===== src/rtl/nand_mp_seq.sv =====
module nand_mp_seq #(
  parameter int BLK_W      = 12,
  parameter int PAGE_BYTES = 528,
  parameter int TMO_CYC    = 4096
) (
  input  logic                    clk,
  input  logic                    rst_n,
  input  logic                    start,
  input  logic                    op_erase,
  input  logic [3:0]              slot_en,
  input  logic [4*BLK_W-1:0]      slot_blk,
  input  logic [19:0]             slot_page,
  input  logic [7:0]              data_in,
  input  logic [7:0]              nf_io_in,
  input  logic                    nf_rdy,
  output logic                    busy,
  output logic                    done,
  output logic                    err_req,
  output logic                    err_tmo,
  output logic [3:0]              result,
  output logic                    data_req,
  output logic [1:0]              data_plane,
  output logic [$clog2(PAGE_BYTES)-1:0] data_idx,
  output logic [7:0]              nf_io_out,
  output logic                    nf_cle,
  output logic                    nf_ale,
  output logic                    nf_we,
  output logic                    nf_re
);
  localparam int IW   = $clog2(PAGE_BYTES);
  localparam int CMAX = (PAGE_BYTES > TMO_CYC) ? PAGE_BYTES : TMO_CYC;
  localparam int CW   = $clog2(CMAX + 1);

  typedef enum logic [3:0] {
    S_IDLE, S_CMD, S_ADDR, S_DATA, S_CONF, S_GAP, S_WAIT, S_STCMD, S_STRD, S_DONE
  } st_t;

  st_t                   st;
  logic                  op_q;
  logic [3:0]            en_q, pmask;
  logic [3:0][BLK_W-1:0] blk_q;
  logic [3:0][4:0]       page_q;
  logic [1:0]            cur;
  logic [CW-1:0]         cnt;
  logic [3:0]            res_q;
  logic                  ereq_q, etmo_q;

  logic [3:0][BLK_W-1:0] in_blk;
  logic [3:0][4:0]       in_page;
  logic                  bad, nx_ok;
  logic [1:0]            first_i, nx_i;
  logic [3:0]            in_mask;

  assign in_blk  = slot_blk;
  assign in_page = slot_page;

  always_comb begin
    bad     = (slot_en == 4'b0000);
    in_mask = 4'b0000;
    first_i = 2'd0;
    for (int i = 3; i >= 0; i--)
      if (slot_en[i]) begin
        first_i = 2'(i);
        in_mask[in_blk[i][1:0]] = 1'b1;
      end
    for (int i = 0; i < 4; i++)
      for (int j = i + 1; j < 4; j++)
        if (slot_en[i] && slot_en[j]) begin
          if (in_blk[i][1:0] == in_blk[j][1:0]) bad = 1'b1;
          if (!op_erase && in_page[i] != in_page[j]) bad = 1'b1;
        end
  end

  always_comb begin
    nx_ok = 1'b0;
    nx_i  = cur;
    for (int k = 3; k >= 0; k--)
      if (en_q[k] && k > int'(cur)) begin
        nx_ok = 1'b1;
        nx_i  = 2'(k);
      end
  end

  logic [23:0] row;
  logic [1:0]  rsel;
  logic [7:0]  addr_byte;
  assign row  = 24'({blk_q[cur], (op_q ? 5'd0 : page_q[cur])});
  assign rsel = op_q ? cnt[1:0] : cnt[1:0] - 2'd1;
  always_comb begin
    case (rsel)
      2'd0:    addr_byte = row[7:0];
      2'd1:    addr_byte = row[15:8];
      default: addr_byte = row[23:16];
    endcase
    if (!op_q && cnt == '0) addr_byte = 8'h00;
  end

  always_ff @(posedge clk) begin
    if (!rst_n) begin
      st     <= S_IDLE;
      op_q   <= 1'b0;
      en_q   <= '0;
      pmask  <= '0;
      blk_q  <= '0;
      page_q <= '0;
      cur    <= '0;
      cnt    <= '0;
      res_q  <= '0;
      ereq_q <= 1'b0;
      etmo_q <= 1'b0;
    end else begin
      case (st)
        S_IDLE: if (start) begin
          etmo_q <= 1'b0;
          if (bad) begin
            ereq_q <= 1'b1;
            res_q  <= 4'b0000;
            st     <= S_DONE;
          end else begin
            ereq_q <= 1'b0;
            op_q   <= op_erase;
            en_q   <= slot_en;
            pmask  <= in_mask;
            blk_q  <= in_blk;
            page_q <= in_page;
            cur    <= first_i;
            cnt    <= '0;
            st     <= S_CMD;
          end
        end
        S_CMD: begin
          cnt <= '0;
          st  <= S_ADDR;
        end
        S_ADDR: begin
          if (cnt == (op_q ? CW'(2) : CW'(3))) begin
            cnt <= '0;
            if (!op_q)      st <= S_DATA;
            else if (!nx_ok) st <= S_CONF;
            else begin
              cur <= nx_i;
              st  <= S_CMD;
            end
          end else cnt <= cnt + 1'b1;
        end
        S_DATA: begin
          if (cnt == CW'(PAGE_BYTES - 1)) begin
            cnt <= '0;
            st  <= S_CONF;
          end else cnt <= cnt + 1'b1;
        end
        S_CONF: begin
          cnt <= '0;
          if (!op_q && nx_ok) begin
            cur <= nx_i;
            st  <= S_CMD;
          end else st <= S_GAP;
        end
        S_GAP: st <= S_WAIT;
        S_WAIT: begin
          if (nf_rdy) st <= S_STCMD;
          else if (cnt == CW'(TMO_CYC - 1)) begin
            etmo_q <= 1'b1;
            res_q  <= ~pmask;
            st     <= S_DONE;
          end else cnt <= cnt + 1'b1;
        end
        S_STCMD: st <= S_STRD;
        S_STRD: begin
          res_q <= ~(pmask & nf_io_in[4:1]);
          st    <= S_DONE;
        end
        default: st <= S_IDLE;
      endcase
    end
  end

  logic last_conf;
  assign last_conf = (st == S_CONF) && (op_q || !nx_ok);

  assign busy       = (st != S_IDLE) && (st != S_DONE);
  assign done       = (st == S_DONE);
  assign err_req    = ereq_q;
  assign err_tmo    = etmo_q;
  assign result     = res_q;
  assign data_req   = (st == S_DATA);
  assign data_plane = blk_q[cur][1:0];
  assign data_idx   = cnt[IW-1:0];
  assign nf_cle     = (st == S_CMD) || (st == S_CONF) || (st == S_STCMD);
  assign nf_ale     = (st == S_ADDR);
  assign nf_we      = nf_cle || nf_ale || data_req;
  assign nf_re      = (st == S_STRD);

  always_comb begin
    case (st)
      S_CMD:   nf_io_out = op_q ? 8'h60 : 8'h80;
      S_CONF:  nf_io_out = op_q ? 8'hD0 : (last_conf ? 8'h10 : 8'h11);
      S_STCMD: nf_io_out = 8'h71;
      S_ADDR:  nf_io_out = addr_byte;
      S_DATA:  nf_io_out = data_in;
      default: nf_io_out = 8'h00;
    endcase
  end


  cle_ale_excl_chk: assert property (@(posedge clk) disable iff (!rst_n)
    !(nf_cle && nf_ale));

  done_pulse_chk: assert property (@(posedge clk) disable iff (!rst_n)
    done |=> !done);

  reject_quiet_chk: assert property (@(posedge clk) disable iff (!rst_n)
    (done && err_req) |-> ($past(!nf_we) && !nf_we && !nf_re));

  confirm_gap_chk: assert property (@(posedge clk) disable iff (!rst_n)
    (nf_we && nf_cle && (nf_io_out == 8'h10 || nf_io_out == 8'hD0)) |=> (!nf_we && !nf_re));

  read_after_status_chk: assert property (@(posedge clk) disable iff (!rst_n)
    nf_re |-> $past(nf_we && nf_cle && nf_io_out == 8'h71));

  unsel_pass_chk: assert property (@(posedge clk) disable iff (!rst_n)
    (done && !err_req) |-> ((result | pmask) == 4'hF));
endmodule


===== config.mk =====
export PLATFORM = sky130hd
export DESIGN_NAME = nand_mp_seq
export DESIGN_NICKNAME = d
export VERILOG_FILES = /design/src/rtl/nand_mp_seq.sv
export SDC_FILE = /design/constraint.sdc
export NUM_CORES = 1
export LEC_CHECK = 0
export BUFFER_PORTS_ARGS = -buffer_cell sky130_fd_sc_hd__buf_4
export CORE_MARGIN = 2
export CORE_UTILIZATION = 35
export DETAILED_ROUTE_END_ITERATION = 12
export SLEW_MARGIN = 15
export SYNTH_ARGS = -nofsm -noshare
export SYNTH_HDL_FRONTEND = slang
export SYNTH_SLANG_ARGS = --single-unit

===== constraint.sdc =====
create_clock -name clk -period 5.3 [get_ports clk]
set_clock_uncertainty 0.2 [all_clocks]
set_input_delay 0.265 -clock clk [delete_from_list [all_inputs] [get_ports clk]]
set_output_delay 0.265 -clock clk [all_outputs]
set_load 0.02 [all_outputs]

---- Word level (Yosys, flattened, before mapping) ----
Cells that the tools add are included.
word-level totals
  flip-flop bits (word level) ............. 102
  logic and storage cells ................. 211
operators by class
  add/sub/neg operators ................... 2
  $lt $le $gt $ge ......................... 12
  equal/unequal tests ..................... 38
  mux-type cells .......................... 87
  bitwise logic cells ..................... 7
  reduce and logical (&&, ||, !) cells .... 48
operators by type and width
  kind                                                        count
  two-way mux 13 bit                                          6
  one-hot mux 13 bit (5 select lines)                         1
  two-way mux 4 bit                                           14
  one-hot mux 8 bit (5 select lines)                          1
  one-hot mux 4 bit (9 select lines)                          1
  two-way mux 1 bit                                           31
  inequality test 5 bit                                       6
  two-way mux 2 bit                                           14
  binary-select mux 12 bit (select 2 bit)                     1
  two-way mux 8 bit                                           3
  logical AND 1 bit                                           23
  equality test 4 x 3 -> 1 bit, second input constant         4
  one-hot mux 8 bit (2 select lines)                          1
  less-than comparator 2 x 3 -> 1 bit, second input constant  5
  inequality test 2 bit, second input constant                7
  adder 13 x 1 -> 13 bit, second input constant               1
  equality test 13 x 10 -> 1 bit, second input constant       1
  equality test 13 x 12 -> 1 bit, second input constant       1
  equality test 13 x 2 -> 1 bit                               1
  logical NOT 13 bit                                          1
  equality test 2 bit                                         6
  two-way mux 12 bit                                          1
  OR 4 bit                                                    3
  one-hot mux 4 bit (3 select lines)                          1
  other kinds (34)                                            60

---- Logic depth before layout (Yosys ltp) ----
Gate-level depths: netlist (run 1).
  word-level depth ........................ 22
  depth in mapped cells ................... 10

---- Worst setup path before layout (run 1) ----
Ideal clock, no wire load.
  path type ............................... register -> output
  start ................................... register st[3]
  end ..................................... output port nf_io_out[1]
  arrival time ............................ 2363 ps
  data required time ...................... 4835 ps
  path slack .............................. 2472 ps
  stages on the path, launching flop included .. 8
  buffers on the path ..................... 2
  cells stage by stage .................... dfxtp_1 clkbuf_1 nand2b_1 nor3_1 nand2_1 or2_2 clkbuf_1 o21ai_0
on the way
  cells in the longest elaborated chain, start to end .. 2
  elaborated cells between the ends (all ways) .. 6
  classes of those cells .................. 5 x eq/ne; 1 x mux
ends and longest elaborated chain
  element                             RTL line  source
  start: declaration                  38        st_t st;
  start signal: assignment            100       st <= S_IDLE;
  start signal: assignment            118       st <= S_DONE;
  start signal: assignment            128       st <= S_CMD;
  equality test 4 x 2 -> 1 bit        --
  named net nf_ale                    26        output logic nf_ale,
  one-hot mux 8 bit (5 select lines)  195       case (st)
  end: declaration                    24        output logic [7:0] nf_io_out,
The timed path passes the listed nets, and every way through them passes these cells.

---- Worst setup path after layout (run 1) ----
  start ................................... register st[3]
  end ..................................... register blk_q[7] (netlist name)
on the way
  cells in the longest elaborated chain, start to end .. 2
ends and longest elaborated chain
  element                        RTL line  source
  logical NOT 4 bit              112       case (st)
  AND reduction 3 bit (no line)  --
  end signal: assignment         124       blk_q <= in_blk;
  end: declaration               41        logic [3:0][BLK_W-1:0] blk_q;
No other way between the ends.
A chain may end at the register's enable or synchronous reset.

==> results of run 1 <==
-- through the flow --
step,setup slack (ns),hold WS [ns],cell area (µm²)
floorplan,2.47,0.195,5890
global placement,1.98,0.233,6730
detailed placement,1.97,0.238,6730
CTS,1.95,0.000168,7610
global route,1.63,0.00808,7610
finish,1.92,0.0126,7610
-- synthesized netlist by cell type, drive strengths merged (8+ instances only) --
cell type | count | area (µm²)
a31oi | 15 | 93.8
o211ai | 11 | 82.6
nor3 | 10 | 50.1
clkbuf | 39 | 146
buf | 35 | 249
o21ai | 102 | 510
nand2 | 120 | 450
nand3 | 87 | 435
xor2 | 14 | 123
xnor2 | 30 | 263
mux2i | 10 | 100
a21oi | 24 | 120
nor2 | 32 | 120
inv | 13 | 48.8
mux4 | 17 | 383
nor4 | 8 | 50.1
dfxtp | 101 | 2020
-- routing by layer --
| layer | vias up | share of wire (%) | routed length [µm] | global-route usage (%) |
|---|---|---|---|---|
| li1 | 2915 | - | - | - |
| met1 | 2689 | 45 | 7870 | 24.9 |
| met2 | 129 | 49 | 8530 | 33.3 |
| met3 | 17 | 4.5 | 784 | 4.26 |
| met4 | 0 | 1.4 | 244 | 5.38 |
| met5 | - | 0 | 0 | 0 |
-- critical path: cells and delay by family, from the launching register on --
family,cells,cell delay (ns)
flip-flops,1,0.52
AO/OA/AOI/OAI,2,1.13
AND/OR/NAND/NOR,3,0.96
buffers and inverters,1,0.49
-- worst min-delay path by stage --
| stage | slack [ns] | startpoint | to |
|---|---|---|---|
| after floorplan | 0.20 | slot_blk[40] | blk_q[40]$_SDFFE_PN0P_ |
| after global placement | 0.23 | blk_q[34]$_SDFFE_PN0P_ | blk_q[34]$_SDFFE_PN0P_ |
| after CTS | 0.0002 | slot_en[1] | en_q[1]$_SDFFE_PN0P_ |
| after detailed placement | 0.24 | blk_q[31]$_SDFFE_PN0P_ | blk_q[31]$_SDFFE_PN0P_ |
| final | 0.01 | slot_page[19] | page_q[19]$_SDFFE_PN0P_ |
| after global routing | 0.008 | slot_page[19] | page_q[19]$_SDFFE_PN0P_ |
-- registers in the layout (all words and copies together) (netlist names) --
name and flops:
blk_q 48, cnt 13, cur 2, en_q 3, err_req 1, err_tmo 1
op_q 1, page_q 20, pmask 4, result 4, st 4
-- logic make-up after synthesis --
family                   share of synthesized area (%)
XOR/XNOR                                          6.54
adder cells (fa/ha/maj)                          0.425
buffers and inverters                             7.60
AND/OR/NAND/NOR                                   23.1
flip-flops                                        34.3
multiplexers                                      8.20
AO/OA/AOI/OAI                                     19.8
-- power by group through the flow --
stage / Sequential (mW) / Combinational (mW) / Clock, mW
2_1_floorplan: 0.937 / 0.873 / 0
3_3_place_gp: 0.994 / 1.13 / 0
3_5_place_dp: 0.995 / 1.14 / 0
4_1_cts: 0.978 / 1.18 / 0.659
5_1_grt: 0.995 / 1.28 / 0.687
6_report: 0.980 / 1.17 / 0.640
-- area by class of cell --
cell class | count | area (µm²) | area share [%]
multi-input combinational | 561 | 3420 | 44.9
sequential | 101 | 2020 | 26.6
timing repair buffer | 187 | 1570 | 20.6
tap | 220 | 275 | 3.61
clock buffer | 11 | 233 | 3.06
inverter | 14 | 52.6 | 0.690
clock inverter | 5 | 42.5 | 0.559
==> reports/qor.csv, run 1 <==
metric,value,unit
Worst setup startpoint,st[3]$_SDFFE_PN0P_,
Slew HR,28.8,%
Flop pwr share,35.1,%
status,"finished, final reports clean",
Worst Path Required,5.39,ns
IO buf count,121,
"commonest non-fill, non-tap cell in the layout",buf_4,
"FF+latch count, synth",101,
diode count,0,
Final Total Pwr,2.79,mW
largest fanout on the critical path,39,
I/O pin count,126,
Final ANT Viol Nets,0,
setup TNS,0,ns
f_max,296,MHz
Int Pwr,1.67,mW
CTS Hold Bufs,61,
Num Clock Sinks,101,
worst setup path endpoint,blk_q[7]$_SDFFE_PN0P_,
power per cell area,366,nW/µm²
CP Cell Sequence,"nor4_1, nand2_1, a2111oi_4, buf_4, nand3_1, o21ai_1",
R2R Path End,blk_q[7]$_SDFFE_PN0P_,
GPL Wtd Cong,0.826,
Net Sw Power,1.12,mW
Post-Route WL,17400,µm
Sw Share,40.0,%
Die Y,134,µm
min Tclk post-route,3.38,ns
final worst-path cycle share,63.7,%
Comb power frac,41.9,%
CP max stage delay,1.00,ns
fillcell total,1672,
Non-Filler Instances,1099,
warnings from Yosys,0,
Final HPWL DP,11800,µm
DRC viols,0,
leakage power,2.84,nW
Worst setup EP type,flip-flop,
Setup-failing EPs final,0,
worst-case vdd ir drop,180,µV
CP Launch Type,flip-flop,
CP max-delay cell,a2111oi_4,
R2R Setup Slk,1.92,ns
GRT Overall Usage,19.5,%
first-pass GRT wire length,27500,µm
core area,16500,µm²
post-CTS sizing,0,
die area,17900,µm²
Post-synth EDFFs,0,
Starting Density,35.6,%
RSZ-0062 raised after global routing,no,
max cap viols,0,
Vias,5750,
share of cells above drive strength 1,18.4,%
initial DRC count,512,
Rows,47,
post-layout util,46.1,%
Die W,134,µm
largest net degree at the start of global routing,99,
"Net Count, Synth",845,
vias per cell,5.23,
Max Slew Vio Count,0,
reg-to-reg startpoint,st[3]$_SDFFE_PN0P_,
Max clock buf depth,2,
Clk pwr share,22.9,%
"Seq/Total Area, Yosys",34.3,%
worst setup path class,flip-flop to flip-flop,
Clk Tree Root Cell,clkbuf_16,
drt pass-1 iters,5,
type of the most critical hold path,primary input to flip-flop,
"Async S/R FF share, synth",0,%
Synth cell types,55,
hold depth,3,
initial antenna violation count,0,
highest-count cells in the layout ignoring fill and taps,"125 x buf_4, 120 x nand2_1, 101 x dfxtp_1, 87 x nand3_1, 64 x o21ai_1",
CTS tree,built,
commonest register cell after synthesis,dfxtp_1,
CTS H-tree lvls,3,
Crit path arrival time,3.46,ns
synthesis-to-finish area growth,29.3,%
DP Cell Count,1022,
total CTS buffers,9,
Syn Inst Count,750,
wire length per cell,15.9,µm
mean post-synth cell area,7.85,µm²
Worst-Skew Late Latency,0.36,ns
total gr overflow,0,
Final #Nets,969,
Reg2Reg Depth,6,
Slew @ Worst Pin,1.07,ns
clk slew on worst S/H paths,0.07,ns
Mapped Area,5890,µm²
vias in the first global route,5320,
buffers inserted by post-CTS timing repair,0,
final hold violations,0,
Power figures use the tool's default switching activity.
==> run 2, diff against run 1 <==
==> constraint.sdc (replaced) <==
create_clock -name clk -period 3.43 [get_ports clk]
set_clock_uncertainty 0.2 [all_clocks]
set_input_delay 0.1715 -clock clk [delete_from_list [all_inputs] [get_ports clk]]
set_output_delay 0.1715 -clock clk [all_outputs]
set_load 0.02 [all_outputs]
==> run 2 against run 1 <==
Net effect: setup slack lost 1.6 ns; combinational power grew 59%; first-iteration DRC count shrank 35%; largest cell class unchanged; highest routed layer unchanged.
==> reports/qor.csv, run 2 (synthesis gave the netlist of run 1 again) <==
metric,value,unit,change
CP Launch Type,flip-flop,,unchanged
GR Util met3,3.88,%,was 4.26%
wire length per cell,15.5,µm,was 15.9 µm
core area,16500,µm²,unchanged
Worst Path Required,3.06,ns,was 5.39 ns
total CTS buffers,9,,unchanged
Final Total Pwr,4.46,mW,was 2.79 mW
worst setup path class,flip-flop to output port,,was flip-flop to flip-flop
"commonest non-fill, non-tap cell in the layout",buf_4,,unchanged
total gr overflow,0,,unchanged
GRT Overall Usage,19.7,%,was 19.5%
initial DRC count,333,,was 512
Setup-failing EPs final,0,,unchanged
share of cells above drive strength 1,18.9,%,was 18.4%
worst hold margin,0.144,ns,was 0.0126 ns
initial antenna violation count,0,,unchanged
Worst path top cell family by delay,simple AND/OR/NAND/NOR gates,,was compound AO/OA/AOI/OAI gates
Reg with most FFs,blk_q,,unchanged
die area,17900,µm²,unchanged
gr busiest metal,met2,,unchanged
Worst-Skew Late Latency,0.35,ns,was 0.36 ns
RSZ-0062 raised after global routing,no,,unchanged
Post-Route WL,17400,µm,about the same
Comb power frac,41.7,%,was 41.9%
Worst setup EP type,output port,,was flip-flop
Clk pwr share,24.2,%,was 22.9%
clk slew on worst S/H paths,0.07,ns,about the same
CP Buf/Inv Count,1,,unchanged
Slew @ Worst Pin,0.730,ns,was 1.07 ns
Sw Share,39.0,%,was 40.0%
synthesis-to-finish area growth,33.9,%,was 29.3%
drt pass-1 iters,5,,unchanged
Top Registers,"blk_q x48, page_q x20, cnt x13",,unchanged
GRT met2 Usage,33.4,%,was 33.3%
Final ANT Viol Nets,0,,unchanged
highest-count cells in the layout ignoring fill and taps,"131 x buf_4, 120 x nand2_1, 101 x dfxtp_1, 87 x nand3_1, 78 x dlygate4sd3_1",,"was 125 x buf_4, 120 x nand2_1, 101 x dfxtp_1, 87 x nand3_1, 64 x o21ai_1"
first-pass GRT wire length,28100,µm,was 27500 µm
setup TNS,0,ns,unchanged
DRC viols,0,,unchanged
type of the most critical hold path,primary input to flip-flop,,unchanged
Flop pwr share,34.1,%,was 35.1%
Num Clock Sinks,101,,unchanged
leakage power,2.97,nW,was 2.84 nW
Max Slew Vio Count,0,,unchanged
Net Sw Power,1.74,mW,was 1.12 mW
vias in the first global route,5518,,was 5320
Vias,5848,,was 5750
Starting Density,35.6,%,unchanged
worst-case vdd ir drop,293,µV,was 180 µV
min Tclk post-route,3.13,ns,
final worst-path cycle share,91.3,%,
diode count,0,,unchanged
post-layout util,47.7,%,was 46.1%
Final HPWL DP,12000,µm,was 11800 µm
Crit path arrival time,2.76,ns,was 3.46 ns
post-CTS sizing,0,,unchanged
GPL Wtd Cong,0.844,,was 0.826
max cap viols,0,,unchanged
largest fanout on the critical path,18,,was 39
status,"finished, final reports clean",,unchanged
Placed Area,6790,µm²,was 6730 µm²
Slew HR,50.9,%,was 28.8%
Max clock buf depth,2,,unchanged
CTS tree,built,,unchanged
Clk Tree Root Cell,clkbuf_16,,unchanged
I/O pin count,126,,unchanged
CP max-delay cell,dfxtp_1,,was a2111oi_4
final hold violations,0,,unchanged
power per cell area,565,nW/µm²,was 366 nW/µm²
Rows,47,,unchanged
largest net degree at the start of global routing,154,,was 99
Die Y,134,µm,unchanged
Int Pwr,2.72,mW,was 1.67 mW
M1 GR Usage,25.5,%,was 24.9%
Largest register FFs,48,,unchanged
f_max,319,MHz,
CP Cell Sequence,"nand2b_1, nor3_1, nand2_1, or2_2, o22ai_1, buf_4",,"was nor4_1, nand2_1, a2111oi_4, buf_4, nand3_1, o21ai_1"
Final #Nets,993,,was 969
CTS H-tree lvls,3,,unchanged
IO buf count,121,,unchanged
vias per cell,5.21,,was 5.23
CP max stage delay,0.71,ns,was 1.00 ns
design area,7890,µm²,was 7610 µm²
Die W,134,µm,unchanged
[run 2: cell count changes in the layout (fill, tap and decap cells not counted), sizes merged]
cell         before  now
buf             126  133
clkbuf           11    9
bufinv            0    1
dlygate4sd3      61   78
clkinv            1    2
[run 2: cell type report]
class / instances / area (µm²)
clock buffer: 9 / 225
tap: 220 / 275
fill: 1600 / 8640
timing repair buffer: 211 / 1800
sequential: 101 / 2020
inverter: 14 / 52.6
clock inverter: 7 / 88.8
multi-input combinational: 561 / 3420
[run 2: per-stage QoR]
| stage | cells | setup WS (ns) |
|---|---|---|
| CTS | 1123 | 0.386 |
| finish | 1123 | 0.298 |
| global route | 1123 | 0.144 |
| floorplan | 750 | 0.695 |
| detailed placement | 1029 | 0.627 |
| global placement | 1029 | 0.642 |
[run 2: layer usage]
| metal | wire, µm | vias to the layer above |
|---|---|---|
| li1 | - | 2958 |
| met1 | 7750 | 2714 |
| met2 | 8530 | 153 |
| met3 | 806 | 23 |
| met4 | 284 | 0 |
| met5 | 0 | - |
[run 2: path summary, 6_finish.rpt]
path	from	end	slack (ns)	cells past startpoint
min reg2reg	blk_q[36]$_SDFFE_PN0P_	blk_q[36]$_SDFFE_PN0P_	0.24	2
min	rst_n	pmask[2]$_SDFFE_PN0P_	0.14	2
max	st[1]$_SDFFE_PN0P_	nf_io_out[6]	0.30	6
max reg2reg	cnt[1]$_SDFFE_PN0P_	cnt[11]$_SDFFE_PN0P_	0.57	9
[run 2: worst reg2reg max path, stage by stage (launching register included)]
cell and delay (ns):
dfxtp_1 0.46, ha_1 0.25, and3_1 0.24, nand4_1 0.16, nor4_1 0.65, o31a_1 0.25
buf_4 0.21, nor3_1 0.07, a31oi_1 0.14, o22ai_1 0.09
[run 2: power by group through the flow]
stage	Clock, mW	Sequential (mW)	Combinational [mW]
after detailed placement	0	1.54	1.79
after global routing	1.16	1.55	2.05
after global placement	0	1.54	1.78
final	1.08	1.52	1.86
after floorplan	0	1.45	1.35
after CTS	1.11	1.52	1.86
[run 2: timing repair]
action	CTS	global route
endpoints found under the hold margin	78	0
setup buffers	0	0
endpoints found under the setup margin	0	0
hold buffers	78	0
==> run 3, diff against run 2 <==
--- a/config.mk
+++ b/config.mk
@@ -6,6 +6,7 @@
 export NUM_CORES = 1
 export LEC_CHECK = 0
 export BUFFER_PORTS_ARGS = -buffer_cell sky130_fd_sc_hd__buf_4
+export CORE_ASPECT_RATIO = 1.4
 export CORE_MARGIN = 2
 export CORE_UTILIZATION = 35
 export DETAILED_ROUTE_END_ITERATION = 12
==> constraint.sdc (replaced) <==
create_clock -name clk -period 3.43 [get_ports clk]
set_clock_uncertainty 0.2 [all_clocks]
set_input_delay 0.1715 -clock clk [delete_from_list [all_inputs] [get_ports clk]]
set_output_delay 0.1715 -clock clk [all_outputs]
set_load 0.01 [all_outputs]
==> run 3 against run 2 <==
Net effect: routed wire length grew 2.9%; clock power is 9.5% lower; non-clock buffer count up 6; worst hold slack got worse by 0.063 ns; power fell by 2.4%; largest cell class unchanged; highest routed layer unchanged.
==> reports/qor.csv, run 3 (synthesis gave the netlist of run 1 again) <==
metric,value,unit,change
Slew @ Worst Pin,0.737,ns,was 0.730 ns
Largest register FFs,48,,unchanged
design area,7900,µm²,was 7890 µm²
R2R Path End,cnt[11]$_SDFFE_PN0P_,,unchanged
Die W,114,µm,was 134 µm
CTS tree,built,,unchanged
setup TNS,0,ns,unchanged
worst hold margin,0.0811,ns,was 0.144 ns
post-layout util,47.6,%,was 47.7%
CP Cell Sequence,"buf_4, mux4_2, nand3_1, a31oi_1, mux2i_1, o22ai_1, buf_4",,"was nand2b_1, nor3_1, nand2_1, or2_2, o22ai_1, buf_4"
largest fanout on the critical path,9,,was 18
Setup-failing EPs final,0,,unchanged
Clk Tree Root Cell,clkbuf_16,,unchanged
Worst setup EP type,output port,,unchanged
Die Y,158,µm,was 134 µm
Final HPWL DP,12500,µm,was 12000 µm
CP max stage delay,0.73,ns,was 0.71 ns
share of cells above drive strength 1,19.3,%,was 18.9%
drt pass-1 iters,5,,unchanged
IO buf count,121,,unchanged
Reg2Reg Depth,10,,was 9
I/O pin count,126,,unchanged
fillcell total,1662,,was 1600
hold depth,2,,unchanged
vias in the first global route,5732,,was 5518
type of the most critical hold path,primary input to flip-flop,,unchanged
RSZ-0062 raised after global routing,no,,unchanged
total CTS buffers,9,,unchanged
GPL Wtd Cong,0.896,,was 0.844
first-pass GRT wire length,28800,µm,was 28100 µm
Top Registers,"blk_q x48, page_q x20, cnt x13",,unchanged
vias per cell,5.31,,was 5.21
CTS H-tree lvls,3,,unchanged
Comb power frac,43.0,%,was 41.7%
largest net degree at the start of global routing,135,,was 154
CTS Hold Bufs,78,,unchanged
Crit path arrival time,2.53,ns,was 2.76 ns
Worst-Skew Late Latency,0.35,ns,about the same
Most common cell on crit path,buf_4,,
Final #Nets,999,,was 993
die area,17900,µm²,about the same
CP max-delay cell,dfxtp_1,,unchanged
initial antenna violation count,0,,unchanged
Rows,56,,was 47
Net Sw Power,1.64,mW,was 1.74 mW
Placed Area,6840,µm²,was 6790 µm²
worst setup path class,flip-flop to output port,,unchanged
f_max,344,MHz,was 319 MHz
synthesis-to-finish area growth,34.1,%,was 33.9%
DRC viols,0,,unchanged
reg-to-reg startpoint,cnt[1]$_SDFFE_PN0P_,,unchanged
power per cell area,551,nW/µm²,was 565 nW/µm²
diode count,0,,unchanged
hold path startpoint,rst_n,,unchanged
buffers inserted by post-CTS timing repair,0,,unchanged
final hold violations,0,,unchanged
worst-case vdd ir drop,218,µV,was 293 µV
Reg with most FFs,blk_q,,unchanged
Post-Route WL,17900,µm,was 17400 µm
R2R Setup Slk,0.54,ns,was 0.57 ns
leakage power,3.00,nW,was 2.97 nW
highest-count cells in the layout ignoring fill and taps,"135 x buf_4, 120 x nand2_1, 101 x dfxtp_1, 87 x nand3_1, 78 x dlygate4sd3_1",,"was 131 x buf_4, 120 x nand2_1, 101 x dfxtp_1, 87 x nand3_1, 78 x dlygate4sd3_1"
"commonest non-fill, non-tap cell in the layout",buf_4,,unchanged
CP Launch Type,flip-flop,,unchanged
min Tclk post-route,2.91,ns,was 3.13 ns
max cap viols,0,,unchanged
Worst Path Required,3.06,ns,about the same
Flop pwr share,34.6,%,was 34.1%
final worst-path cycle share,84.7,%,was 91.3%
wire length per cell,16.1,µm,was 15.5 µm
Final ANT Viol Nets,0,,unchanged
status,"finished, final reports clean",,unchanged
Sw Share,37.8,%,was 39.0%
Num Clock Sinks,101,,unchanged
initial DRC count,522,,was 333
total gr overflow,0,,unchanged
clk slew on worst S/H paths,0.07,ns,about the same
Clk pwr share,22.5,%,was 24.2%
Vias,5901,,was 5848
end of the worst hold path,pmask[3]$_SDFFE_PN0P_,,was pmask[2]$_SDFFE_PN0P_
post-CTS sizing,0,,unchanged
Max clock buf depth,2,,unchanged
Slew HR,50.9,%,about the same
Starting Density,35.5,%,was 35.6%
core area,16600,µm²,was 16500 µm²
Max Slew Vio Count,0,,unchanged
GRT Overall Usage,20.1,%,was 19.7%
Int Pwr,2.71,mW,was 2.72 mW
==> run 3: cell types whose count changed in the layout (fill, tap and decap cells not counted) <==
| cell | change |
|---|---|
| buf_12 | +2 |
| bufinv_16 | -1 |
| clkbuf_1 | +1 |
| buf_4 | +4 |
| clkbuf_8 | +2 |
| inv_6 | -1 |
| inv_8 | -3 |
| clkinv_2 | +1 |
==> run 3: metrics by stage <==
| stage | power [mW] | std cells | setup slack, ns |
|---|---|---|---|
| final | 4.35 | 1111 | 0.525 |
| after detailed placement | 3.33 | 1018 | 0.618 |
| after CTS | 4.37 | 1111 | 0.487 |
| after global placement | 3.32 | 1018 | 0.596 |
| after floorplan | 2.73 | 750 | 0.967 |
| after global routing | 4.62 | 1111 | 0.304 |
==> run 3: power by group through the flow <==
stage | sequential [mW] | clock, mW | combinational [mW]
2_1_floorplan | 1.43 | 0 | 1.29
3_3_place_gp | 1.52 | 0 | 1.80
6_report | 1.50 | 0.977 | 1.87
4_1_cts | 1.50 | 0.990 | 1.88
3_5_place_dp | 1.53 | 0 | 1.80
5_1_grt | 1.53 | 1.03 | 2.06
==> run 3: routing by layer <==
layer	track usage (%)	up-vias	routed length [µm]
met5	0	-	0
met1	24.7	2766	7630
met2	36.2	146	9240
met3	2.58	21	696
li1	-	2968	-
met4	6.68	0	302
==> run 3: area by class of cell <==
cell class,instances,area [µm²],share of cell area (%)
sequential,101,2020,25.6
tap,203,254,3.21
multi-input combinational,561,3420,43.3
timing repair buffer,217,1870,23.7
inverter,14,52.6,0.665
clock inverter,3,21.3,0.269
clock buffer,12,256,3.25
==> run 3: how the worst max path moves through the flow <==
stage / startpoint / to / slack [ns]
after floorplan: cnt[1]$_SDFFE_PN0P_ / cnt[9]$_SDFFE_PN0P_ / 0.97
after global placement: cnt[1]$_SDFFE_PN0P_ / cnt[11]$_SDFFE_PN0P_ / 0.60
after detailed placement: cnt[1]$_SDFFE_PN0P_ / cnt[11]$_SDFFE_PN0P_ / 0.62
after CTS: cur[0]$_SDFFE_PN0P_ / nf_io_out[0] / 0.49
after global routing: cnt[1]$_SDFFE_PN0P_ / cnt[11]$_SDFFE_PN0P_ / 0.30
final: cur[0]$_SDFFE_PN0P_ / nf_io_out[0] / 0.52
==> run 3: worst max-delay path: cells and delay by family, from the launching register on <==
family / cells / cell delay (ns)
multiplexers: 2 / 0.73
AO/OA/AOI/OAI: 2 / 0.20
AND/OR/NAND/NOR: 1 / 0.11
flip-flops: 1 / 0.73
buffers and inverters: 2 / 0.42
